**config.mk**
```make
export PLATFORM = sky130hd
export DESIGN_NAME = ctx_pipe_reg
export DESIGN_NICKNAME = d
export VERILOG_FILES = /design/src/rtl/ctx_pkg.sv /design/src/rtl/ctx_ctrl.sv /design/src/rtl/ctx_slot.sv /design/src/rtl/ctx_pipe_reg.sv
export SDC_FILE = /design/constraint.sdc
export NUM_CORES = 1
export LEC_CHECK = 0
export BUFFER_PORTS_ARGS = -buffer_cell sky130_fd_sc_hd__buf_2
export CORE_MARGIN = 4
export CORE_UTILIZATION = 40
export CTS_CLUSTER_DIAMETER = 120
export CTS_CLUSTER_SIZE = 14
export DETAILED_ROUTE_END_ITERATION = 7
export GPL_ROUTABILITY_DRIVEN = 0
export PLACE_DENSITY_LB_ADDON = 0.2
export SLEW_MARGIN = 20
export SYNTH_ARGS = -nofsm -noshare
export SYNTH_HDL_FRONTEND = slang
export SYNTH_HIERARCHICAL = 1
export SYNTH_SLANG_ARGS = --single-unit
```
**constraint.sdc**
```tcl
create_clock -name clk -period 1.5 [get_ports clk]
set_clock_uncertainty 0.15 [all_clocks]
set_input_delay 0.075 -clock clk [delete_from_list [all_inputs] [get_ports clk]]
set_output_delay 0.075 -clock clk [all_outputs]
set_load 0.005 [all_outputs]
```
**src/rtl/ctx_pkg.sv**
```systemverilog
package ctx_pkg;

    typedef enum logic [1:0] {
        OP_PASS = 2'd0,
        OP_HOLD = 2'd1,
        OP_SWAP = 2'd2,
        OP_KEEP = 2'd3
    } op_e;

    typedef enum logic {
        SLOT_EMPTY  = 1'b0,
        SLOT_PARKED = 1'b1
    } slot_st_e;

endpackage

```
**src/rtl/ctx_ctrl.sv**
```systemverilog
module ctx_ctrl
    import ctx_pkg::*;
#(
    parameter int ID_W = 2
) (
    input  logic            stall,
    input  logic            sw_req,
    input  logic [ID_W-1:0] sw_out_id,
    input  logic [ID_W-1:0] sw_in_id,
    output op_e             op
);

    always_comb begin
        unique case ({stall, sw_req})
            2'b00:          op = OP_PASS;
            2'b01:          op = (sw_out_id == sw_in_id) ? OP_KEEP : OP_SWAP;
            2'b10, 2'b11:   op = OP_HOLD;
            default:        op = OP_HOLD;
        endcase
    end

endmodule

```
**src/rtl/ctx_slot.sv**
```systemverilog
module ctx_slot
    import ctx_pkg::*;
#(
    parameter int DATA_W = 8
) (
    input  logic              clk,
    input  logic              rst_n,
    input  logic              save_en,
    input  logic              take_en,
    input  logic [DATA_W-1:0] save_data,
    input  logic              save_valid,
    output logic [DATA_W-1:0] park_data,
    output logic              park_valid,
    output logic              used
);

    slot_st_e state_q, state_d;

    always_comb begin
        state_d = state_q;
        unique case (state_q)
            SLOT_EMPTY:  if (save_en) state_d = SLOT_PARKED;
            SLOT_PARKED: if (save_en) state_d = SLOT_PARKED;
                         else if (take_en) state_d = SLOT_EMPTY;
            default:     state_d = SLOT_EMPTY;
        endcase
    end

    always_ff @(posedge clk) begin
        if (!rst_n) state_q <= SLOT_EMPTY;
        else        state_q <= state_d;
    end

    always_ff @(posedge clk) begin
        if (!rst_n) begin
            park_data  <= '0;
            park_valid <= 1'b0;
        end else if (save_en) begin
            park_data  <= save_data;
            park_valid <= save_valid;
        end
    end

    always_comb used = (state_q == SLOT_PARKED);

    assert_no_save_take_R4: assert property (@(posedge clk) disable iff (!rst_n)
        !(save_en && take_en));

endmodule

```
**src/rtl/ctx_pipe_reg.sv**
```systemverilog
module ctx_pipe_reg
    import ctx_pkg::*;
#(
    parameter int DATA_W = 8,
    parameter int N_CTX  = 4,
    parameter int ID_W   = (N_CTX > 1) ? $clog2(N_CTX) : 1
) (
    input  logic              clk,
    input  logic              rst_n,
    input  logic [DATA_W-1:0] in_data,
    input  logic              in_valid,
    input  logic              stall,
    input  logic              sw_req,
    input  logic [ID_W-1:0]   sw_out_id,
    input  logic [ID_W-1:0]   sw_in_id,
    output logic [DATA_W-1:0] out_data,
    output logic              out_valid,
    output logic [N_CTX-1:0]  slot_used
);

    op_e               op;
    logic [DATA_W-1:0] park_data  [N_CTX];
    logic              park_valid [N_CTX];
    logic [DATA_W-1:0] act_data_q;
    logic              act_valid_q;
    logic [DATA_W-1:0] rest_data;
    logic              rest_valid;

    ctx_ctrl #(.ID_W(ID_W)) ctrl_i (
        .stall     (stall),
        .sw_req    (sw_req),
        .sw_out_id (sw_out_id),
        .sw_in_id  (sw_in_id),
        .op        (op)
    );

    for (genvar g = 0; g < N_CTX; g++) begin : g_slot
        logic save_en, take_en;
        always_comb begin
            save_en = (op == OP_SWAP) && (sw_out_id == ID_W'(g));
            take_en = (op == OP_SWAP) && (sw_in_id  == ID_W'(g));
        end
        ctx_slot #(.DATA_W(DATA_W)) slot_i (
            .clk        (clk),
            .rst_n      (rst_n),
            .save_en    (save_en),
            .take_en    (take_en),
            .save_data  (act_data_q),
            .save_valid (act_valid_q),
            .park_data  (park_data[g]),
            .park_valid (park_valid[g]),
            .used       (slot_used[g])
        );
    end

    always_comb begin
        if (slot_used[sw_in_id]) begin
            rest_data  = park_data[sw_in_id];
            rest_valid = park_valid[sw_in_id];
        end else begin
            rest_data  = '0;
            rest_valid = 1'b0;
        end
    end

    always_ff @(posedge clk) begin
        if (!rst_n) begin
            act_data_q  <= '0;
            act_valid_q <= 1'b0;
        end else begin
            unique case (op)
                OP_PASS: begin
                    act_data_q  <= in_data;
                    act_valid_q <= in_valid;
                end
                OP_SWAP: begin
                    act_data_q  <= rest_data;
                    act_valid_q <= rest_valid;
                end
                OP_HOLD, OP_KEEP: begin
                    act_data_q  <= act_data_q;
                    act_valid_q <= act_valid_q;
                end
                default: begin
                    act_data_q  <= act_data_q;
                    act_valid_q <= act_valid_q;
                end
            endcase
        end
    end

    always_comb begin
        out_data  = act_data_q;
        out_valid = act_valid_q;
    end

    assert_reset_clear_R1: assert property (@(posedge clk)
        !rst_n |=> (!out_valid && out_data == '0 && slot_used == '0));

    assert_pass_through_R2: assert property (@(posedge clk) disable iff (!rst_n)
        (!stall && !sw_req) |=> (out_data == $past(in_data) && out_valid == $past(in_valid)));

    assert_stall_hold_R3: assert property (@(posedge clk) disable iff (!rst_n)
        stall |=> ($stable(out_data) && $stable(out_valid) && $stable(slot_used)));

    assert_save_marks_R4: assert property (@(posedge clk) disable iff (!rst_n)
        (!stall && sw_req && sw_out_id != sw_in_id) |=> slot_used[$past(sw_out_id)]);

    assert_restore_frees_R5: assert property (@(posedge clk) disable iff (!rst_n)
        (!stall && sw_req && sw_out_id != sw_in_id) |=> !slot_used[$past(sw_in_id)]);

    assert_empty_bubble_R6: assert property (@(posedge clk) disable iff (!rst_n)
        (!stall && sw_req && sw_out_id != sw_in_id && !slot_used[sw_in_id])
        |=> (!out_valid && out_data == '0));

    assert_same_id_keep_R7: assert property (@(posedge clk) disable iff (!rst_n)
        (!stall && sw_req && sw_out_id == sw_in_id)
        |=> ($stable(out_data) && $stable(out_valid) && $stable(slot_used)));

endmodule

```
==> out/results.ini, run 1 <==
[min_path]
min_path_type = in -> reg
hold_depth = 2

[layout]
multi_input_area_um2 = 1210
drive_above_1_share_pct = 29.1
regArea_um2 = 981
area_growth_pct = 28.0
n_fill_cell = 505
fin_nets = 281
diodes = 0
final_cell_area_um2 = 2860

[floorplan]
die_h_um = 82.7
die_area_um2 = 6850
ios = 30
core-area_um2 = 5270
initial_core_util_pct = 42.4
fp-row-count = 26
fp.dieW_um = 82.7

[logic_synthesis]
ys_async_sr_fraction_pct = 0
yosys-top-cells-count = 49 x dfxtp_1, 42 x nor2b_1, 36 x mux2i_1
synth_cells = 202
synthTopCellsByArea = dfxtp_1 44%, mux2i_1 16%, nor2b_1 12%
yosysTopAreaCell = dfxtp_1
synth_nets = 219
synth.cell_area_um2 = 2230
yosysSeqAreaShare_pct = 43.9
ys_types = 22
synth_edf_count = 0
synth_top_cell_area_share_pct = 43.9
avgSynthCellArea_um2 = 11.1
synth_ff_type = dfxtp_1
synth_most_common_cell = dfxtp_1
synth-seq-cells = 49
yosysWarnings = 6

[grt]
grt_pass1_wl_mm = 8.77
antenna_found_initial = 0
grt_overflow_total = 0
grt_pass1_vias = 1655
grtUsageTotal_pct = 17.4
grt_start_max_net_pins = 27

[sta]
period_minus_slack_ns = 1.44
layout_setup_ws_ns = 0.0581
max_freq_ghz = 0.694
hold_violations = 0
worst_pin_slew_ns = 0.424
slew_headroom_pct = 71.8
drv_slew = 0
finalSetupViolCount = 0
period_share_pct = 96.1

[route]
wl_met2_mm = 2.40
dr.pass1.iters = 4
drt_iter0_drc = 58
wl_met3_um = 224
vias = 1698
via_per_inst = 5.07
drc = 0
wl_per_cell_um = 15.9
dr.max_layer_used = met4
drt-met1-wl_mm = 2.64
ant_nets = 0
wirelength_mm = 5.32

[pwr]
p_leak_nw = 1.08
peakVddDrop_uv = 418
powerDensity_nw_per_um2 = 972

[cts]
cts_sinks = 49
cts-root-buf = clkbuf_8
cts_tree = yes
clkTransAtPathRegs_ns = 0.09
clk_path_buf_depth = 2
h-tree-depth = 2
numCtsBuffers = 5
clock_latency_ns = 0.31

[worst_setup_path]
end_kind = flip-flop
crit_required_ns = 1.55
crit_type = reg -> reg
cp_max_fo = 5
start_kind = flip-flop
endpoint = out_data[3]$_SDFFE_PN0N_
r2r_setup_slack_ns = 0.06
cp.arrival_ns = 1.49
r2r_start = g_slot[2].slot_i/used$_SDFF_PN0_
r2r_end = out_data[3]$_SDFFE_PN0N_
startpoint = g_slot[2].slot_i/used$_SDFF_PN0_
rr_worst_depth = 3

[placed_design]
port_buffers = 29
place_area_um2 = 2600
hpwl_mm = 3.63
dp_slack_ns = -0.232

[job]
max-cap-violations = 0

[run_status]
status = finished, final reports clean

[stage by stage]
step / hold WS (ns) / setup TNS (ns) / std cells / power (mW) / util, %
floorplan: 0.0425 / -0.0440 / 202 / 1.53 / -
global placement: 0.184 / -5.39 / 317 / 1.67 / 49.4
detailed placement: 0.198 / -5.69 / 317 / 1.67 / 49.4
CTS: 0.0614 / 0 / 334 / 2.80 / 53.6
global route: 0.0833 / -0.00308 / 335 / 2.91 / 54.3
finish: 0.0635 / 0 / 335 / 2.78 / 54.3
[routing by layer]
layer / up-vias / track usage [%]
met4: 0 / 4.90
met3: 7 / 3.90
li1: 844 / -
met5: - / 0
met2: 30 / 26.7
met1: 817 / 24.6
[worst max-delay path: stages, from the launching register on]
cell and delay [ns]:
dfxtp_1 0.34, mux4_2 0.57, a21oi_1 0.21, nor3_1 0.07
[cells in the final DEF (no fill, tap or decap), drive strengths merged]
master	n
nand2	2
dlygate4sd3	9
nor2b	42
nor3b	2
clkbuf	5
o21a	4
nand2b	1
dfxtp	49
buf	55
a31o	1
a21oi	9
clkinv	1
mux2i	36
xnor2	2
and3	2
nor3	20
nor2	2
o21ai	9
mux4	11
bufinv	2
inv	1
[sequential cells by signal, indices dropped and copies added (netlist names)]
| name | flops |
|---|---|
| g_slot.slot_i/park_valid | 4 |
| out_valid | 1 |
| out_data | 8 |
| g_slot.slot_i/park_data | 32 |
| g_slot.slot_i/used | 4 |
[worst min path at each step]
stage,from,end,slack [ns]
after floorplan,rst_n,g_slot[0].slot_i/used$_SDFF_PN0_,0.04
after global placement,in_data[3],out_data[3]$_SDFFE_PN0N_,0.18
after detailed placement,in_data[0],out_data[0]$_SDFFE_PN0N_,0.20
after CTS,rst_n,g_slot[1].slot_i/used$_SDFF_PN0_,0.06
after global routing,rst_n,g_slot[1].slot_i/used$_SDFF_PN0_,0.08
final,rst_n,g_slot[1].slot_i/used$_SDFF_PN0_,0.06
[repair_timing]
action                     CTS  global route
resized for setup            0             4
hold buffers                 9             0
setup buffers                0             0
hold endpoints to repair     9             0
setup endpoints to repair    0            16
[report_power, final]
part           switching (mW)  internal, mW
registers              0.0388          1.33
logic                   0.135         0.159
clock network           0.454         0.662
total                   0.627          2.15
[kinds of logic after synthesis]
kind of cell,after synthesis,share of synthesized area [%]
XOR/XNOR,2,0.784
AO/OA/AOI/OAI,23,5.77
buffers and inverters,11,4.37
multiplexers,46,26.7
AND/OR/NAND/NOR,71,18.5
flip-flops,49,43.9
[area by class of cell]
cell class                      instances  share of cell area (%)
Clock buffer                            5                    2.41
Clock inverter                          3                    2.27
Inverter                                1                   0.131
Multi-Input combinational cell        143                    42.2
Sequential cell                        49                    34.3
Tap cell                               70                    3.06
Timing Repair Buffer                   64                    15.6
Power figures use the tool's default switching activity.
==> run 2, diff against run 1 <==
- ABC_AREA: not set -> 1
- CORE_MARGIN: 4 -> 2
==> run 2 against run 1 <==
Against the previous run:
- synthesized area up 3.0%
- cell count grew 41%
- register-to-register slack improved by 0.22 ns
- utilization fell by 3.3 points
- global-route usage up 4.0 points
- clock power shrank 26%
- routed wire length increased by 19%
- worst setup slack better by 0.13 ns
- synthesized cell count increased by 71%
- cell area fell by 1.3%
- flip-flop and latch count stayed put
- fmax rose by 10%
==> out/results.ini, run 2 <==
[logic_synthesis]
avgSynthCellArea_um2 = 6.65
synth.cell_area_um2 = 2300
synth_top_cell_area_share_pct = 42.6
synth-seq-cells = 49
synth_ff_type = dfxtp_1
yosysTopAreaCell = dfxtp_1
synth_edf_count = 0
yosys-top-cells-count = 100 x nand2_1, 75 x nor2_1, 49 x dfxtp_1
synth_most_common_cell = nand2_1
synthTopCellsByArea = dfxtp_1 43%, nand2_1 16%, nor2_1 12%
synth_cells = 346
ys_async_sr_fraction_pct = 0
synth_nets = 363
ys_types = 16
yosysWarnings = 6
yosysSeqAreaShare_pct = 42.6

[min_path]
hold_depth = 6
hp-start = sw_in_id[1]
min_to = g_slot[0].slot_i/used$_SDFF_PN0_
min_path_type = in -> reg

[worst_setup_path]
r2r_end = out_data[2]$_SDFFE_PN0N_
r2r_setup_slack_ns = 0.28
end_kind = flip-flop
crit_chain = buf_2 > inv_1 > nand2_1 > nand2_1 > inv_1 > nand2_1 > nand2_1 > nor2_4 > inv_1 > nor3_1 > buf_4 > inv_4 > nor2_1 > nor2_1
worst_path_max_delay_cell = buf_4
rr_worst_depth = 6
crit_top_cell = nand2_1
cpPeakStageDelay_ns = 0.22
crit_type = in -> reg
cp.arrival_ns = 1.36
cp_max_fo = 10
r2r_start = g_slot[3].slot_i/used$_SDFF_PN0_
start_kind = primary input
crit_required_ns = 1.55

[floorplan]
initial_core_util_pct = 41.6
fp-row-count = 27
ios = 30
core-area_um2 = 5540
fp.dieW_um = 79.9
die_area_um2 = 6380
die_h_um = 79.9

[grt]
grt_start_max_net_pins = 34
grt_pass1_wl_mm = 10.6
grt_pass1_vias = 2104
antenna_found_initial = 0
grt_overflow_total = 0
grtUsageTotal_pct = 21.5

[cts]
cts_tree = yes
clkTransAtPathRegs_ns = 0.09
cts.repair.resized = 0
clk_path_buf_depth = 2
h-tree-depth = 2
clock_latency_ns = 0.31
cts-root-buf = clkbuf_8
cts_sinks = 49
numCtsBuffers = 5

[layout]
area_growth_pct = 22.6
utilization_pct = 50.9
multi_input_area_um2 = 1120
top_register = g_slot.slot_i/park_data
diodes = 0
n_fill_cell = 582
regArea_um2 = 981
layout_commonest_cell = nand2_1
layout_common_cells = 100 x nand2_1, 75 x nor2_1, 49 x dfxtp_1
largest_register_ff_count = 32
fin_nets = 418
drive_above_1_share_pct = 18.0

[sta]
period_share_pct = 87.4
max_freq_ghz = 0.763
worst_pin_slew_ns = 0.377
finalSetupViolCount = 0
layout_setup_ws_ns = 0.189
rsz0062_at_grt = false
drv_slew = 0
fin_tns_setup_ns = 0
slew_headroom_pct = 74.9
hold_slack_ns = 0.121
hold_violations = 0
period_minus_slack_ns = 1.31

[pwr]
powerDensity_nw_per_um2 = 890
total_power_mw = 2.51
peakVddDrop_uv = 408
p_leak_nw = 1.43

[route]
vias = 2309
drt_iter0_drc = 166
drc = 0
wirelength_mm = 6.33
via_per_inst = 4.88
ant_nets = 0
wl_per_cell_um = 13.4
dr.pass1.iters = 5

[placed_design]
port_buffers = 29
hpwl_mm = 4.41
dp_slack_ns = -0.125

[run_status]
status = finished, final reports clean

[job]
max-cap-violations = 0

## run 2: cell families after synthesis
family	count (synthesis)	share of synthesized area (%)
AOI/OAI and AO/OA	67	15.9
buffers and inverters	36	8.75
DFF	49	42.6
and+or+nand+nor	194	32.8
## run 2: layout make-up
class	count	share of cell area, %
multi-input cells	261	39.8
flip-flops and latches	49	34.8
repair buffers	59	15.3
inverters	25	3.68
well taps	72	3.19
clock buffers	6	2.93
clock inverters	1	0.266
## run 2: worst max-delay path: cells and delay by family
kind / cells / cell delay (ns)
and+or+nand+nor: 8 / 0.71
buffers and inverters: 6 / 0.57
## run 2: worst max-delay path by stage
stage                      start                                         end  cells after the start
floorplan           sw_out_id[0]  g_slot[0].slot_i/park_data[7]$_SDFFE_PN0P_                     13
global placement    sw_out_id[0]  g_slot[0].slot_i/park_data[6]$_SDFFE_PN0P_                     14
detailed placement  sw_out_id[0]    g_slot[0].slot_i/park_valid$_SDFFE_PN0P_                     14
CTS                 sw_out_id[0]    g_slot[0].slot_i/park_valid$_SDFFE_PN0P_                     14
global route        sw_out_id[0]  g_slot[0].slot_i/park_data[6]$_SDFFE_PN0P_                     14
finish              sw_out_id[0]    g_slot[0].slot_i/park_valid$_SDFFE_PN0P_                     14
## run 2: per-layer routing
metal  wire length (µm)  part of all wire [%]  global-route usage, %  vias to the layer above
met1               3150                    50                   31.4                     1038
li1                   -                     -                      -                     1203
met5                  0                     0                      0                        -
met3                322                   5.1                   4.19                        4
met2               2790                    44                   32.0                       64
met4                 60                  0.95                   6.10                        0
## run 2: metrics by stage
step / instance area (µm²) / cells
5_1_grt: 2820 / 473
6_report: 2820 / 473
3_5_place_dp: 2610 / 455
3_3_place_gp: 2610 / 455
2_1_floorplan: 2310 / 346
4_1_cts: 2800 / 472
## run 2: repair_timing
item                                   4_1_cts  5_1_grt
endpoints found under the hold margin        9        0
setup buffers                                0        1
setup endpoints to repair                    0        1
hold buffers                                10        0
## run 2: power breakdown
part,switching [mW],internal [mW],total [mW],leakage [nW]
clock,0.458,0.366,0.824,0.0433
combinational,0.166,0.129,0.295,0.985
sequential,0.0525,1.34,1.39,0.398
==> run 3, diff against run 2 <==
- CORE_UTILIZATION: 40 -> 51
- RECOVER_POWER: not set -> 50
==> run 3 against run 2 <==
Against the previous run:
- worst setup slack better by 0.0078 ns
- worst hold slack worse by 0.066 ns
- clock power down 8.1%
- first-iteration DRC count up 42%
- count of clock-buffer cells in the layout unchanged
- die area down 21%
- critical path depth unchanged
- sequential share of layout area up 0.88 points
- sequential power about the same
- combinational power down 5%
- total power down 3.2%
- largest cell class unchanged
- largest power group unchanged
==> out/results.ini, run 3 (same netlist as run 2, synthesis figures left out) <==
[pwr]
p_leak_nw = 1.39
swShare_pct = 26.4
clock_power_share_pct = 31.1
powerDensity_nw_per_um2 = 883
p_seq_share_pct = 57.3
combinationalPowerShare_pct = 11.6
peakVddDrop_uv = 468
p_int_mw = 1.79
switching_power_mw = 0.641

[route]
dr.pass1.iters = 4
via_per_inst = 4.99
vias = 2247
drt_iter0_drc = 235
wl_per_cell_um = 12.9
drc = 0
ant_nets = 0
wirelength_mm = 5.80

[grt]
grt.busiest_layer = met2
grt_overflow_total = 0
grt_pass1_wl_mm = 10.1
use_met2_pct = 38.5
met3_usage_pct = 5.13
grt_start_max_net_pins = 50
antenna_found_initial = 0
grt_pass1_vias = 2141
grtUsageTotal_pct = 25.1
use_met1_pct = 35.7

[layout]
area_growth_pct = 19.6
fin_nets = 414
utilization_pct = 63.2
multi_input_area_um2 = 1130
top_register = g_slot.slot_i/park_data
drive_above_1_share_pct = 17.1
diodes = 0
layout_commonest_cell = nand2_1
largest_register_ff_count = 32
n_fill_cell = 408
regArea_um2 = 981
layout_common_cells = 100 x nand2_1, 75 x nor2_1, 49 x dfxtp_1

[sta]
layout_setup_ws_ns = 0.196
slew_headroom_pct = 80.5
max_freq_ghz = 0.767
finalSetupViolCount = 0
worst_pin_slew_ns = 0.292
rsz0062_at_grt = false
period_share_pct = 86.9
hold_violations = 0
period_minus_slack_ns = 1.30
drv_slew = 0

[min_path]
min_path_type = in -> reg

[cts]
clkTransAtPathRegs_ns = 0.09
cts_sinks = 49
cts-root-buf = clkbuf_8
cts_tree = yes
clock_latency_ns = 0.29
clk_path_buf_depth = 2
h-tree-depth = 2
postCtsSetupBuffers = 0
numCtsBuffers = 5

[worst_setup_path]
cpPeakStageDelay_ns = 0.21
cp_max_fo = 10
worst_path_max_delay_cell = buf_4
end_kind = flip-flop
start_kind = primary input
path_delay_family = simple AND/OR/NAND/NOR gates
crit_required_ns = 1.54
cp.arrival_ns = 1.34
path_buf_inv = 6
crit_chain = buf_2 > inv_1 > nand2_1 > nand2_1 > inv_1 > nand2_1 > nand2_1 > nor2_4 > inv_1 > nor3_1 > buf_4 > inv_4 > nor2_1 > nor2_1
crit_type = in -> reg
crit_top_cell = nand2_1

[run_status]
status = finished, final reports clean

[placed_design]
hpwl_mm = 4.05
port_buffers = 29
dp_slack_ns = -0.194

[floorplan]
fp-row-count = 24
die_h_um = 71.2
die_area_um2 = 5070
core-area_um2 = 4350
fp.dieW_um = 71.2
ios = 30
initial_core_util_pct = 52.9

[job]
max-cap-violations = 0

-- run 3: cell types whose count changed in the layout (fill, tap and decap cells not counted), sizes merged --
cell         before  now
buf              49   44
clkbuf            6    8
dlygate4sd3      10    9
clkinvlp          1    2
-- run 3: final timing paths --
check / from / to / slack, ns / cells after the start
worst max register to register: g_slot[2].slot_i/used$_SDFF_PN0_ / out_data[4]$_SDFFE_PN0N_ / 0.29 / 6
worst min-delay path: rst_n / g_slot[0].slot_i/used$_SDFF_PN0_ / 0.06 / 4
worst min register to register: g_slot[0].slot_i/used$_SDFF_PN0_ / g_slot[0].slot_i/used$_SDFF_PN0_ / 0.32 / 2
worst max-delay path: sw_out_id[0] / g_slot[3].slot_i/park_data[6]$_SDFFE_PN0P_ / 0.20 / 14
-- run 3: metal layers --
metal | wire length [µm] | up-vias
li1 | - | 1199
met1 | 2770 | 981
met2 | 2620 | 63
met3 | 372 | 4
met4 | 44 | 0
met5 | 0 | -
-- run 3: cell type report --
| class | count | share of cell area [%] |
|---|---|---|
| repair buffers | 55 | 14.0 |
| multi-input cells | 261 | 41.0 |
| clock buffers | 6 | 2.64 |
| flip-flops and latches | 49 | 35.6 |
| clock inverters | 2 | 0.545 |
| inverters | 25 | 3.77 |
| well taps | 52 | 2.36 |
-- run 3: stage by stage --
stage                     hold WS, ns  setup TNS (ns)  area (µm²)  power (mW)  instances
after floorplan                0.0342               0        2310        1.55        346
after global placement          0.219           -2.93        2570        1.68        433
after detailed placement        0.221           -3.71        2570        1.68        433
after CTS                      0.0454               0        2750        2.46        450
after global routing           0.0664               0        2750        2.54        450
final                          0.0559               0        2750        2.43        450
-- run 3: worst reg2reg max path, delay by kind of cell (launching register included) --
| kind | cells | cell delay [ns] |
|---|---|---|
| AO/OA/AOI/OAI | 1 | 0.14 |
| flip-flops | 1 | 0.37 |
| AND/OR/NAND/NOR | 5 | 0.50 |
-- run 3: power groups by stage --
| stage | Clock, mW | Combinational, mW | Sequential, mW |
|---|---|---|---|
| 6_report | 0.757 | 0.281 | 1.39 |
| 5_1_grt | 0.827 | 0.317 | 1.40 |
| 4_1_cts | 0.783 | 0.281 | 1.39 |
| 3_5_place_dp | 0 | 0.262 | 1.42 |
| 3_3_place_gp | 0 | 0.259 | 1.42 |
| 2_1_floorplan | 0 | 0.144 | 1.40 |
-- run 3: timing repair --
item / CTS / global route
endpoints found under the setup margin: 0 / 9
endpoints found under the hold margin: 9 / 0
hold buffers: 9 / 0
resized for setup: 0 / 1
